--- src/rtl/int_div_pkg.sv ---
package int_div_pkg;
  typedef enum logic [1:0] {
    ST_IDLE = 2'd0,
    ST_RUN  = 2'd1,
    ST_FIX  = 2'd2
  } div_state_e;

  function automatic logic [31:0] mag32(input logic [31:0] v, input logic neg);
    return neg ? (~v + 32'd1) : v;
  endfunction
endpackage

--- src/rtl/int_div_corner.sv ---
module int_div_corner #(
  parameter int W = 32
) (
  input  logic         signed_i,
  input  logic [W-1:0] dividend_i,
  input  logic [W-1:0] divisor_i,
  output logic         hit_o,
  output logic [W-1:0] hi_o,
  output logic [W-1:0] lo_o
);
  localparam logic [W-1:0] MOST_NEG = {1'b1, {(W-1){1'b0}}};
  localparam logic [W-1:0] ONE      = {{(W-1){1'b0}}, 1'b1};

  logic zero_div, ovf;

  always_comb begin
    zero_div = (divisor_i == '0);
    ovf      = signed_i && (dividend_i == MOST_NEG) && (divisor_i == '1);
    hit_o    = zero_div || ovf;
    if (zero_div) begin
      hi_o = dividend_i;
      lo_o = (signed_i && dividend_i[W-1]) ? ONE : '1;
    end else begin
      hi_o = '0;
      lo_o = MOST_NEG;
    end
  end
endmodule

--- src/rtl/int_div_iter.sv ---
module int_div_iter #(
  parameter int W = 32
) (
  input  logic         clk_i,
  input  logic         rst_ni,
  input  logic         load_i,
  input  logic         step_i,
  input  logic [W-1:0] num_i,
  input  logic [W-1:0] den_i,
  output logic [W-1:0] quo_o,
  output logic [W-1:0] rem_o
);
  logic [W-1:0] rem_q, quo_q, den_q;
  logic [W:0]   trial;

  assign trial = {rem_q, quo_q[W-1]} - {1'b0, den_q};

  always_ff @(posedge clk_i or negedge rst_ni) begin
    if (!rst_ni) begin
      rem_q <= '0;
      quo_q <= '0;
      den_q <= '0;
    end else if (load_i) begin
      rem_q <= '0;
      quo_q <= num_i;
      den_q <= den_i;
    end else if (step_i) begin
      if (!trial[W]) begin
        rem_q <= trial[W-1:0];
        quo_q <= {quo_q[W-2:0], 1'b1};
      end else begin
        rem_q <= {rem_q[W-2:0], quo_q[W-1]};
        quo_q <= {quo_q[W-2:0], 1'b0};
      end
    end
  end

  assign quo_o = quo_q;
  assign rem_o = rem_q;
endmodule

--- src/rtl/int_div_signfix.sv ---
module int_div_signfix #(
  parameter int W = 32
) (
  input  logic [W-1:0] quo_mag_i,
  input  logic [W-1:0] rem_mag_i,
  input  logic         neg_quo_i,
  input  logic         neg_rem_i,
  output logic [W-1:0] quo_o,
  output logic [W-1:0] rem_o
);
  assign quo_o = neg_quo_i ? (~quo_mag_i + 1'b1) : quo_mag_i;
  assign rem_o = neg_rem_i ? (~rem_mag_i + 1'b1) : rem_mag_i;
endmodule

--- src/rtl/int_div_unit.sv ---
module int_div_unit
  import int_div_pkg::*;
#(
  parameter int W = 32
) (
  input  logic         clk_i,
  input  logic         rst_ni,
  input  logic         start_i,
  input  logic         signed_i,
  input  logic [W-1:0] dividend_i,
  input  logic [W-1:0] divisor_i,
  output logic         busy_o,
  output logic         done_o,
  output logic [W-1:0] hi_o,
  output logic [W-1:0] lo_o
);
  localparam int CNT_W = $clog2(W);
  localparam logic [CNT_W-1:0] LAST = CNT_W'(W - 1);

  div_state_e       state_q;
  logic [CNT_W-1:0] cnt_q;
  logic             neg_quo_q, neg_rem_q;
  logic             done_q;
  logic [W-1:0]     hi_q, lo_q;

  logic             accept;
  logic             corner_hit;
  logic [W-1:0]     corner_hi, corner_lo;
  logic             a_neg, b_neg;
  logic [W-1:0]     a_mag, b_mag;
  logic [W-1:0]     it_quo, it_rem;
  logic [W-1:0]     fx_quo, fx_rem;
  logic             load, step;

  assign accept = start_i && (state_q == ST_IDLE);
  assign a_neg  = signed_i && dividend_i[W-1];
  assign b_neg  = signed_i && divisor_i[W-1];
  assign a_mag  = a_neg ? (~dividend_i + 1'b1) : dividend_i;
  assign b_mag  = b_neg ? (~divisor_i + 1'b1) : divisor_i;
  assign load   = accept && !corner_hit;
  assign step   = (state_q == ST_RUN);

  int_div_corner #(.W(W)) u_corner (
    .signed_i  (signed_i),
    .dividend_i(dividend_i),
    .divisor_i (divisor_i),
    .hit_o     (corner_hit),
    .hi_o      (corner_hi),
    .lo_o      (corner_lo)
  );

  int_div_iter #(.W(W)) u_iter (
    .clk_i (clk_i),
    .rst_ni(rst_ni),
    .load_i(load),
    .step_i(step),
    .num_i (a_mag),
    .den_i (b_mag),
    .quo_o (it_quo),
    .rem_o (it_rem)
  );

  int_div_signfix #(.W(W)) u_fix (
    .quo_mag_i(it_quo),
    .rem_mag_i(it_rem),
    .neg_quo_i(neg_quo_q),
    .neg_rem_i(neg_rem_q),
    .quo_o    (fx_quo),
    .rem_o    (fx_rem)
  );

  always_ff @(posedge clk_i or negedge rst_ni) begin
    if (!rst_ni) begin
      state_q   <= ST_IDLE;
      cnt_q     <= '0;
      neg_quo_q <= 1'b0;
      neg_rem_q <= 1'b0;
      done_q    <= 1'b0;
      hi_q      <= '0;
      lo_q      <= '0;
    end else begin
      done_q <= 1'b0;
      unique case (state_q)
        ST_IDLE: begin
          if (accept && corner_hit) begin
            hi_q   <= corner_hi;
            lo_q   <= corner_lo;
            done_q <= 1'b1;
          end else if (accept) begin
            state_q   <= ST_RUN;
            cnt_q     <= '0;
            neg_quo_q <= a_neg ^ b_neg;
            neg_rem_q <= a_neg;
          end
        end
        ST_RUN: begin
          cnt_q <= cnt_q + 1'b1;
          if (cnt_q == LAST) state_q <= ST_FIX;
        end
        ST_FIX: begin
          hi_q    <= fx_rem;
          lo_q    <= fx_quo;
          done_q  <= 1'b1;
          state_q <= ST_IDLE;
        end
        default: state_q <= ST_IDLE;
      endcase
    end
  end

  assign busy_o = (state_q != ST_IDLE);
  assign done_o = done_q;
  assign hi_o   = hi_q;
  assign lo_o   = lo_q;
endmodule

--- config.mk ---
export PLATFORM = sky130hd
export DESIGN_NAME = int_div_unit
export DESIGN_NICKNAME = d
export VERILOG_FILES = /design/src/rtl/int_div_pkg.sv /design/src/rtl/int_div_corner.sv /design/src/rtl/int_div_iter.sv /design/src/rtl/int_div_signfix.sv /design/src/rtl/int_div_unit.sv
export SDC_FILE = /design/constraint.sdc
export NUM_CORES = 1
export LEC_CHECK = 0
export BUFFER_PORTS_ARGS = -buffer_cell sky130_fd_sc_hd__buf_2
export CAP_MARGIN = 20
export CORE_AREA = 2 2 138 140
export CTS_BUF_LIST = sky130_fd_sc_hd__clkbuf_16
export CTS_CLUSTER_DIAMETER = 100
export DETAILED_ROUTE_END_ITERATION = 6
export DIE_AREA = 0 0 140 142
export PLACE_DENSITY = 0.85
export SYNTH_ARGS = -nofsm -noshare
export SYNTH_HDL_FRONTEND = slang
export SYNTH_SLANG_ARGS = --single-unit
--- constraint.sdc ---
create_clock -name clk_i -period 6.3 [get_ports clk_i]
set_clock_uncertainty 0.1 [all_clocks]
set_input_delay 0.63 -clock clk_i [delete_from_list [all_inputs] [get_ports clk_i]]
set_output_delay 0.63 -clock clk_i [all_outputs]
set_load 0.005 [all_outputs]
Yosys cells after proc, flatten, opt, wreduce, memory -nomap -nowiden
Cells that the tools add are included.

cells by class
  $add $sub $neg = 6
  eq/ne operators = 9
  muxes and demuxes = 26
  bitwise logic cells = 6
  reduce and logical (&&, ||, !) cells = 19

operators with widths
  operator                                                                count
  32-bit two-way mux                                                      14
  32-bit by 1-bit adder with 32-bit output (second input constant)        4
  32-bit inverter                                                         4
  32-bit one-hot mux with 2 select lines                                  2
  32-bit equality test (second input constant)                            2
  33-bit by 32-bit subtractor with 33-bit output                          1
  32-bit zero test                                                        1
  5-bit two-way mux                                                       2
  5-bit one-hot mux with 2 select lines                                   1
  3-bit AND reduction                                                     3
  2-bit nonzero test                                                      4
  1-bit logical AND                                                       7
  2-bit two-way mux                                                       3
  5-bit by 1-bit adder with 5-bit output (second input constant)          1
  5-bit equality test (second input constant)                             1
  2-bit by 1-bit != test with 1-bit output (second input constant)        2
  2-bit != test (second input constant)                                   2
  2-bit one-hot mux with 2 select lines                                   1
  2-bit by 1-bit equality test with 1-bit output (second input constant)  1
  2-bit equality test (second input constant)                             1
  2-bit zero test                                                         1
  1-bit two-way mux                                                       2
  1-bit one-hot mux with 2 select lines                                   1
  2-bit AND reduction                                                     1
  4 further kinds                                                         4

storage, ports and cells
  bits in registers = 170
  output and inout port bits = 66
  word-level logic and storage cells = 76

Logic depth before layout (Yosys ltp)
Gate-level depths: netlist of the first run.

  depth after elaboration = 7
  mapped depth = 13

Hierarchy
Synthesis of the first run repeated with hierarchy kept, for this count alone.

second synthesis, totals
  cells, all modules = 1519
  area, all modules = 12938.7 um^2

modules (own cells, without submodules)
  module           times used  cells each  area each (um^2)  sequential area each (um^2)
  int_div_iter     1           708         6137.1            2402.3
  int_div_unit     1           521         4667.0            1851.8
  int_div_signfix  1           189         1452.6            0.0
  int_div_corner   1           101         681.9             0.0

Worst setup path after synthesis of the first run
No wires, ideal clock.

  path type = input-to-reg
  start = input divisor_i[0]
  end = register hi_q[10] (netlist: hi_o[10])
  arrival = 2.915 ns
  slack = 3.160 ns
  stages = 11
  path buffers = 2
  cells stage by stage = inv_1 > ha_1 > or3b_2 > nor4_4 > nand4_1 > nor2_1 > o21ai_1 > a21o_1 > buf_6 > buf_6 > a221o_1

on the way
  longest elaborated chain between the ends = 6
  elaborated cells on any way between the ends = 10

ends and longest elaborated chain
  element                                             line                  RTL
  start: declaration                                  int_div_unit.sv:11    input logic [W-1:0] divisor_i,
  32-bit equality test                                int_div_corner.sv:18  ovf = signed_i && (dividend_i == MOST_NEG) && (divisor_i == '1);
  1-bit logical AND                                   int_div_corner.sv:18
  1-bit logical OR                                    int_div_corner.sv:19  hit_o = zero_div || ovf;
  1-bit logical AND                                   int_div_unit.sv:85    if (accept && corner_hit) begin
  2-bit by 1-bit != test with 1-bit output (no line)  --
  2-bit AND reduction (no line)                       --
  end signal: assignment                              int_div_unit.sv:86    hi_q <= corner_hi;
  end signal: assignment                              int_div_unit.sv:101   hi_q <= fx_rem;
  end: declaration                                    int_div_unit.sv:24    logic [W-1:0] hi_q, lo_q;

Parallel ways exist; a longest one is shown, timed or not. The select of a mux whose other input is x is not followed.
A chain may end at the register's enable or synchronous reset.

Final worst setup path of the first run
  start = register u_iter.quo_q[31] (netlist: u_iter.quo_o[31])
  end = register u_iter.rem_q[0] (netlist: u_iter.rem_o[0])

on the way
  longest elaborated chain between the ends = 4

ends and longest elaborated chain
  element                                         line                RTL
  start: declaration                              int_div_iter.sv:13  logic [W-1:0] rem_q, quo_q, den_q;
  start signal: assignment                        int_div_iter.sv:25  quo_q <= num_i;
  start signal: assignment                        int_div_iter.sv:30  quo_q <= {quo_q[W-2:0], 1'b1};
  start signal: assignment                        int_div_iter.sv:33  quo_q <= {quo_q[W-2:0], 1'b0};
  33-bit by 32-bit subtractor with 33-bit output  int_div_iter.sv:16  assign trial = {rem_q, quo_q[W-1]} - {1'b0, den_q};
  32-bit two-way mux (*)                          int_div_iter.sv:28  if (!trial[W]) begin
  32-bit two-way mux (*)                          int_div_iter.sv:27  end else if (step_i) begin
  32-bit two-way mux (*)                          int_div_iter.sv:23  end else if (load_i) begin
  end signal: assignment                          int_div_iter.sv:29  rem_q <= trial[W-1:0];
  end signal: assignment                          int_div_iter.sv:32  rem_q <= {rem_q[W-2:0], quo_q[W-1]};
  end: declaration                                int_div_iter.sv:13

Mark *: on every way between the ends. The rest lies on a longest branch, timed or not. The select of a mux whose other input is x is not followed.

==> results of run 1 <==
-- worst max-delay path by stage --
stage | depth (start not counted) | slack (ns) | end
5_1_grt | 12 | 1.85 | u_iter.rem_o[0]$_DFFE_PN0P_
2_1_floorplan | 11 | 3.16 | hi_o[10]$_DFFE_PN0P_
6_report | 12 | 2.13 | u_iter.rem_o[0]$_DFFE_PN0P_
3_3_place_gp | 12 | 2.00 | u_iter.quo_o[27]$_DFFE_PN0P_
4_1_cts | 12 | 2.25 | u_iter.quo_o[22]$_DFFE_PN0P_
3_5_place_dp | 12 | 1.86 | u_iter.quo_o[25]$_DFFE_PN0P_
-- logic make-up after synthesis --
logic type | Yosys count | share of synthesized area [%]
simple gates | 476 | 20.2
compound gates | 371 | 22.2
flops | 170 | 36.6
xor+xnor | 143 | 10.8
buf+inv | 138 | 5.18
fa+ha+maj | 40 | 4.37
mux | 8 | 0.689
-- state kept, by name, summed over array words and instances, names as in the netlist --
register	cells
cnt_q	5
lo_o	32
u_iter.rem_o	32
state_q	2
u_iter.den_q	32
neg_rem_q	1
done_o	1
neg_quo_q	1
u_iter.quo_o	32
hi_o	32
-- through the flow --
step / power, µW / hold WS (ns) / util [%] / instances / area, µm²
floorplan: 4660 / 0.234 / - / 1346 / 11600
global placement: 5320 / 0.365 / 66.5 / 1638 / 12300
detailed placement: 5450 / 0.372 / 66.5 / 1638 / 12300
CTS: 6570 / 0.188 / 69.8 / 1669 / 12900
global route: 7170 / 0.222 / 70.0 / 1670 / 12900
finish: 6620 / 0.128 / 70.0 / 1671 / 12900
-- worst reg2reg max path: stages, from the launching register on --
cell and delay [ns]:
dfrtp_1 0.37, inv_1 0.16, ha_1 0.28, fa_1 0.38, nand2b_1 0.21, a211oi_1 0.37
nor2_1 0.14, o21ai_1 0.47, a31oi_1 0.26, xnor2_2 0.65, buf_4 0.35, mux2i_1 0.22
a22o_1 0.14
-- cell usage in the layout (no fill, tap or decap), types with 11 or more instances in the layout --
cell / synthesis / routed
a21o_1: 13 / 13
a21oi_1: 82 / 82
a221o_1: 38 / 38
a22oi_1: 13 / 13
buf_2: 25 / 132
clkbuf_16: 0 / 17
dfrtp_1: 170 / 170
ha_1: 39 / 39
inv_1: 53 / 53
nand2_1: 90 / 90
nand2b_1: 12 / 11
nand3_1: 89 / 89
nand4_1: 23 / 23
nor2_1: 158 / 158
nor3_1: 16 / 15
o21ai_0: 76 / 76
o22a_1: 30 / 30
o31ai_1: 31 / 31
o41ai_1: 16 / 16
xnor2_1: 47 / 46
xor2_1: 96 / 96
-- layer usage --
layer	GRT usage (%)	up-vias	wire length, µm
li1	-	5069	-
met1	39.4	4972	12300
met2	50.1	468	13900
met3	4.85	73	2300
met4	9.99	0	743
met5	0	-	0
-- cell type report --
class / count / area, µm²
multi-input cells: 1038 / 6790
fillers: 1395 / 5540
flip-flops and latches: 170 / 4250
repair buffers: 143 / 767
clock buffers: 17 / 425
well taps: 234 / 293
inverters: 54 / 203
clock inverters: 14 / 183
diodes: 1 / 2.50
-- power breakdown --
group / leakage [µW] / internal (µW) / switching, µW
clock: 0.000295 / 631 / 461
combinational: 0.00339 / 1520 / 1990
sequential: 0.00206 / 1500 / 519
total: 0.00575 / 3650 / 2970
==> impl_metrics.yaml, run 1 <==
status:
  status: "complete, but fails checks"
  violations: "DRC"
placed_design:
  pre_cts_ws_ns: 1.86
  hpwl_um: 21000
  port_buffers: 133
  gp_congestion: 0.941
min_path:
  min_path_type: "in -> async"
setup_path:
  worstReg2RegEnd: "u_iter.rem_o[0]$_DFFE_PN0P_"
  cp.required_ns: 6.56
  critical_path.cell_chain: "inv_1, ha_1, fa_1, nand2b_1, a211oi_1, nor2_1, o21ai_1, a31oi_1, xnor2_2, buf_4, mux2i_1, a22o_1"
  cp_data_arrival_time_ns: 4.43
  end_kind: "flop"
  r2r_cells: 12
  criticalPathCategory: "reg -> reg"
  slowest_stage: "xnor2_2"
  critPathMaxFanout: 17
  crit_path_start_kind: "flop"
  reg2reg_from: "u_iter.quo_o[31]$_DFFE_PN0P_"
  cpPeakStageDelay_ns: 0.65
  cp_top_family: "compound AO/OA/AOI/OAI gates"
  crit_path_start: "u_iter.quo_o[31]$_DFFE_PN0P_"
  reg2reg_setup_slack_ns: 2.13
  cp_num_buf_inv: 2
drt:
  routed_wirelength_um: 29300
  first_pass_iters: 7
  ant_nets: 0
  drtIter0Drc: 1117
  via_count: 10582
  via_per_inst: 6.33
  drc: 44
  routedWlPerCell_um: 17.5
yosys:
  ys.flop_type: "dfrtp_1"
  ys_seq_area_share_pct: 36.6
  yosysWarningCount: 0
  syn-cell-area_um2: 11600
  ys_top_cells_by_count: "dfrtp_1, nor2_1, xor2_1"
  synthArstFlopShare_pct: 100
  synth.ff_latch_count: 170
  synth_top_cell_by_area: "dfrtp_1"
  yosysTopAreaCellShare_pct: 36.6
  avgSynthCellArea_um2: 8.63
  synth_edf_count: 0
  yosysUniqueCellTypes: 67
  yosysMostFrequentCell: "dfrtp_1"
  synth.area.top_cells: "dfrtp_1, xor2_1, nor2_1"
  syn_inst: 1346
  syn_nets: 1454
clocking:
  cts_tree: "yes"
  cts_hold_buf: 0
  path_clk_slew_ns: 0.07
  clk_latency_ns: 0.43
  clockBufferDepth: 2
  cts_sinks: 170
  cts_buffers: 17
  clockRootBuffer: "clkbuf_16"
  htreeDepth: 4
  cts_resized: 0
  cts_setup_buffers: 0
timing:
  setup_viol: 0
  rsz0062_at_grt: "false"
  max_slew.worst_pin.slew_ns: 1.06
  max_freq_mhz: 240
  hold_viol: 0
  fin_tns_setup_ns: 0
  relSlewSlack_pct: 29.2
  postLayoutSetupSlackWorst_ns: 2.13
  finalCritPeriodShare_pct: 66.1
  min_period_ns: 4.17
  drv_slew: 0
die:
  die_w_um: 140
  core_um2: 18500
  start_util_pct: 62.9
  rows: 50
  pin_count: 134
  die_area_um2: 19900
  die_y_um: 142
power_and_ir_drop:
  ir_drop_v: 0.000265
  powerDensity_nw_per_um2: 513
  p_leak_uw: 0.00575
layout:
  drive_above_1_share_pct: 14.0
  syn_to_final_growth_pct: 11.2
  nets: 1532
global_routing:
  gr-total-overflow: 0
  grt_pass1_wl_um: 48200
  grt_util_all_layers_pct: 29.7
  grt_max_degree: 92
  antenna_found_initial: 0
  grt_pass1_vias: 9748
job:
  drv_cap: 0
Note: power is estimated with default switching activity, not from simulation.
==> run 2, diff against run 1 <==
CORE_AREA = 2 2 150 152   (was 2 2 138 140)
DIE_AREA = 0 0 152 154   (was 0 0 140 142)
PLACE_DENSITY = 0.77   (was 0.85)
clock period = 3.6 ns   (was 6.3 ns; I/O delays follow)
==> run 2 against run 1 <==
The run now ends clean. Utilization shrank 9.4 points. Critical endpoint is now u_iter.rem_o[16]$_DFFE_PN0P_. Setup slack lost 1.9 ns. Clock power grew 71%. Fmax grew 23%. Sequential cell count is the same. Hold slack lost 0.034 ns. Cell area grew 1.8%. Highest routed layer unchanged. Register-to-register slack lost 1.9 ns. Count of clock-buffer cells in the layout is the same. Total power grew 77%. Die area grew 18%. Final cell count grew 4.1%.
==> impl_metrics.yaml, run 2 (synthesis gave the netlist of run 1 again) <==
timing:
  relSlewSlack_pct: 28.3
  max_slew.worst_pin.slew_ns: 1.07
  rsz0062_at_grt: "false"
  drv_slew: 0
  min_period_ns: 3.39
  max_freq_mhz: 295
  postLayoutSetupSlackWorst_ns: 0.206
  hold_viol: 0
  fin_tns_setup_ns: 0
  finalCritPeriodShare_pct: 94.3
  setup_viol: 0
power_and_ir_drop:
  pwr-share-seq_pct: 29.7
  switching_share_pct: 45.3
  fin_total_pwr_uw: 11700
  ir_drop_v: 0.000513
  powerDensity_nw_per_um2: 892
  p_comb_share_pct: 54.4
  intPower_uw: 6410
  clkPwrFrac_pct: 15.8
  p_leak_uw: 0.00585
  p_sw_uw: 5320
setup_path:
  reg2reg_setup_slack_ns: 0.21
  end_kind: "flop"
  crit_path_start_kind: "flop"
  cp_data_arrival_time_ns: 3.60
  cp.required_ns: 3.81
  worstReg2RegEnd: "u_iter.rem_o[16]$_DFFE_PN0P_"
  critPathMaxFanout: 22
  reg2reg_from: "u_iter.quo_o[31]$_DFFE_PN0P_"
  criticalPathCategory: "reg -> reg"
  r2r_cells: 12
global_routing:
  grt_max_degree: 93
  grt_util_all_layers_pct: 26.0
  gr-total-overflow: 0
  grt_pass1_wl_um: 50200
  grt_pass1_vias: 9881
  antenna_found_initial: 2
min_path:
  min_path_type: "in -> reg"
  worstHoldEndpoint: "hi_o[4]$_DFFE_PN0P_"
  min_delay_path_depth: 2
  worstHoldStart: "dividend_i[4]"
layout:
  num-fill-cells: 1879
  drive_above_1_share_pct: 15.2
  final_cell_mix: "dfrtp_1, nor2_1, buf_2"
  nets: 1551
  syn_to_final_growth_pct: 13.2
  final_common_cell: "dfrtp_1"
die:
  die_y_um: 154
  rows: 54
  core_um2: 21700
  pin_count: 134
  die_w_um: 152
  start_util_pct: 53.6
  die_area_um2: 23400
job:
  drv_cap: 0
clocking:
  clockRootBuffer: "clkbuf_16"
  cts_tree: "yes"
  clockBufferDepth: 2
  htreeDepth: 4
  path_clk_slew_ns: 0.07
  clk_latency_ns: 0.44
  cts_sinks: 170
  cts_buffers: 17
drt:
  ant_nets: 0
  routedWlPerCell_um: 17.4
  first_pass_iters: 5
  via_count: 10530
  drc: 0
  routed_wirelength_um: 30200
  drtIter0Drc: 1060
  via_per_inst: 6.06
placed_design:
  pre_cts_ws_ns: 0.223
  hpwl_um: 22400
  port_buffers: 133
  gp_congestion: 0.933
status:
  status: "completed"
## run 2: metal layers
layer	global-route usage, %	vias up	routed length [µm]
met2	42.3	411	14000
met1	35.5	4958	13500
met3	4.06	48	1960
li1	-	5113	-
met4	9.03	0	673
met5	0	-	0
## run 2: repair_timing
| item | in CTS | in global routing |
|---|---|---|
| setup endpoints to repair | 0 | 7 |
| hold endpoints to repair | 87 | 0 |
| buffers inserted | 0 | 0 |
| gates resized for setup | 0 | 1 |
| hold buffers | 1 | 0 |
## run 2: power groups by stage
stage | Combinational [µW] | Sequential, µW | Clock [µW]
6_report | 6380 | 3490 | 1860
3_5_place_dp | 6290 | 3500 | 0
5_1_grt | 7140 | 3590 | 1970
3_3_place_gp | 6120 | 3470 | 0
2_1_floorplan | 4970 | 3200 | 0
4_1_cts | 6320 | 3460 | 1870
## run 2: final cells by class
class                   instances  area, µm²  area share [%]
multi-input cells            1038       6790            51.7
well taps                     280        350            2.67
clock inverters                15        156            1.19
inverters                      54        203            1.54
clock buffers                  17        425            3.24
diodes                          3       7.51          0.0571
repair buffers                162        955            7.26
flip-flops and latches        170       4250            32.4
## run 2: critical path, cell delays in order, from the launching register on
cell and delay, ns:
dfrtp_1 0.36, inv_1 0.13, ha_1 0.26, fa_1 0.38, nand2b_1 0.22, a211oi_1 0.32
nor2_1 0.14, o21ai_1 0.33, a31oi_2 0.20, xnor2_2 0.19, buf_4 0.30, o2111a_1 0.26
o31ai_1 0.07
## run 2: worst max-delay path by stage
stage                     slack, ns                         start                      endpoint
final                          0.21  u_iter.quo_o[31]$_DFFE_PN0P_  u_iter.rem_o[16]$_DFFE_PN0P_
after global routing           0.05  u_iter.quo_o[31]$_DFFE_PN0P_  u_iter.rem_o[16]$_DFFE_PN0P_
after CTS                      0.24  u_iter.rem_o[26]$_DFFE_PN0P_  u_iter.rem_o[16]$_DFFE_PN0P_
after detailed placement       0.22                  divisor_i[0]          lo_o[30]$_DFFE_PN0P_
after global placement         0.27                  divisor_i[0]          lo_o[27]$_DFFE_PN0P_
after floorplan                0.49  u_iter.quo_o[31]$_DFFE_PN0P_  u_iter.rem_o[29]$_DFFE_PN0P_
## run 2: per-stage QoR
stage	cell area, µm²	instances	hold slack, ns	utilization [%]
floorplan	11600	1346	-0.0356	-
global placement	12500	1703	0.364	57.8
detailed placement	12500	1703	0.371	57.8
CTS	13100	1736	0.0871	60.5
global route	13100	1737	0.0871	60.6
finish	13100	1739	0.0947	60.6
==> run 3, diff against run 2 <==
CORE_AREA = 10 10 158 160   (was 2 2 150 152)
DIE_AREA = 0 0 168 170   (was 0 0 152 154)
PLACE_DENSITY = 0.83   (was 0.77)
==> run 3 against run 2 <==
The run now ends with DRC left. Via count is 1.1% higher. Setup slack better by 0.14 ns. Count of clock-buffer cells in the layout stayed put. Critical path depth is 2 lower. Total power is 0.64% lower. Wire length is 2.6% higher. Utilization is 0.063 points lower. Register-to-register slack better by 0.14 ns. Cell area is 0.10% lower. Global-route usage is 4.6 points lower. Sequential share of layout area hardly changed. Critical endpoint is now u_iter.rem_o[29]$_DFFE_PN0P_.
==> impl_metrics.yaml, run 3 (synthesis gave the netlist of run 1 again) <==
timing:
  max_slew.worst_pin.slew_ns: 1.03
  min_period_ns: 3.25
  rsz0062_at_grt: "false"
  drv_slew: 0
  relSlewSlack_pct: 31.0
  fin_tns_setup_ns: 0
  max_freq_mhz: 307
  setup_viol: 0
  finalCritPeriodShare_pct: 90.4
  hold_viol: 0
  postLayoutSetupSlackWorst_ns: 0.346
power_and_ir_drop:
  powerDensity_nw_per_um2: 887
  p_leak_uw: 0.00584
  ir_drop_v: 0.000391
drt:
  drtIter0Drc: 967
  first_pass_iters: 7
  ant_nets: 0
  drc: 1
  routedWlPerCell_um: 17.8
  routed_wirelength_um: 31000
  via_count: 10646
  via_per_inst: 6.11
global_routing:
  gr-total-overflow: 0
  grt_util_all_layers_pct: 21.3
  use_met2_pct: 34.2
  use_met3_pct: 4.79
  grt_pass1_vias: 10116
  grt_max_degree: 92
  grt_pass1_wl_um: 51400
  grt_most_used_layer: "met2"
  grt_util_met1_pct: 28.0
  antenna_found_initial: 3
setup_path:
  slowest_stage: "dfrtp_1"
  cpPeakStageDelay_ns: 0.49
  end_kind: "flop"
  criticalPathCategory: "reg -> reg"
  cp.required_ns: 3.80
  critPathMaxFanout: 10
  cp_top_family: "compound AO/OA/AOI/OAI gates"
  critical_path.cell_chain: "ha_1, a2111oi_0, o21ai_0, a221oi_1, o41ai_1, a31oi_1, xnor2_2, buf_4, mux2i_1, o221ai_1"
  cp_num_buf_inv: 1
  crit_path_start_kind: "flop"
  cp_data_arrival_time_ns: 3.45
layout:
  regArea_um2: 4250
  final_cells: 1743
  nets: 1553
  multi_input_area_um2: 6790
  drive_above_1_share_pct: 15.1
  syn_to_final_growth_pct: 13.0
  final_common_cell: "dfrtp_1"
  final_cell_mix: "dfrtp_1, nor2_1, buf_2"
  num-fill-cells: 1877
  final_core_util_pct: 60.5
  final_area_um2: 13100
placed_design:
  dp_cells: 1705
  gp_congestion: 0.899
  hpwl_um: 23800
  port_buffers: 133
  placed_cell_area_um2: 12600
  pre_cts_ws_ns: 0.221
die:
  die_y_um: 170
  pin_count: 134
  start_util_pct: 53.6
  core_um2: 21700
  die_w_um: 168
  rows: 54
  die_area_um2: 28600
status:
  violations: "DRC"
  status: "complete, but fails checks"
min_path:
  min_path_type: "in -> reg"
clocking:
  cts_sinks: 170
  cts_hold_buf: 1
  cts_resized: 0
  cts_tree: "yes"
  clockBufferDepth: 2
  htreeDepth: 4
  clk_latency_ns: 0.44
  path_clk_slew_ns: 0.07
  cts_buffers: 17
  clockRootBuffer: "clkbuf_16"
  cts_setup_buffers: 0
job:
  drv_cap: 0
==> run 3: final cells by class <==
type | instances | share of cell area (%)
Antenna cell | 5 | 0.0953
Clock buffer | 17 | 3.24
Clock inverter | 15 | 0.981
Inverter | 54 | 1.54
Multi-Input combinational cell | 1038 | 51.7
Sequential cell | 170 | 32.4
Tap cell | 280 | 2.67
Timing Repair Buffer | 164 | 7.38
==> run 3: final timing paths <==
kind	depth (start not counted)	slack, ns	start	end
max	10	0.35	u_iter.rem_o[26]$_DFFE_PN0P_	u_iter.rem_o[29]$_DFFE_PN0P_
min reg2reg	2	0.38	hi_o[5]$_DFFE_PN0P_	hi_o[5]$_DFFE_PN0P_
max reg2reg	10	0.35	u_iter.rem_o[26]$_DFFE_PN0P_	u_iter.rem_o[29]$_DFFE_PN0P_
max in group asynchronous	3	2.07	rst_ni	u_iter.den_q[14]$_DFFE_PN0P_
min in group asynchronous	2	0.40	rst_ni	lo_o[3]$_DFFE_PN0P_
min	2	0.1	dividend_i[4]	hi_o[4]$_DFFE_PN0P_
==> run 3: power breakdown <==
| part | switching, µW | internal, µW | total, µW |
|---|---|---|---|
| Clock | 797 | 950 | 1750 |
| Sequential | 899 | 2620 | 3520 |
| Combinational | 3550 | 2830 | 6380 |
==> run 3: layer usage <==
layer	vias up	share of wire (%)
met1	5023	43
li1	5121	-
met3	53	7.9
met2	449	47
met5	-	0
met4	0	2.3
==> run 3: worst register-to-register path, delay by kind of cell, from the launching register on <==
kind                       cells  cell delay [ns]
muxes                          1             0.19
DFF                            1             0.49
AOI/OAI and AO/OA              6             1.43
buffers and inverters          1             0.20
adders and majority gates      1             0.48
xor gates and xnor gates       1             0.22
==> run 3: per-stage QoR <==
step | hold slack (ns) | total power [µW]
final | 0.0959 | 11600
after global routing | 0.0928 | 12600
after CTS | 0.0820 | 11600
after detailed placement | 0.303 | 9800
after global placement | 0.304 | 9570
after floorplan | -0.0356 | 8160
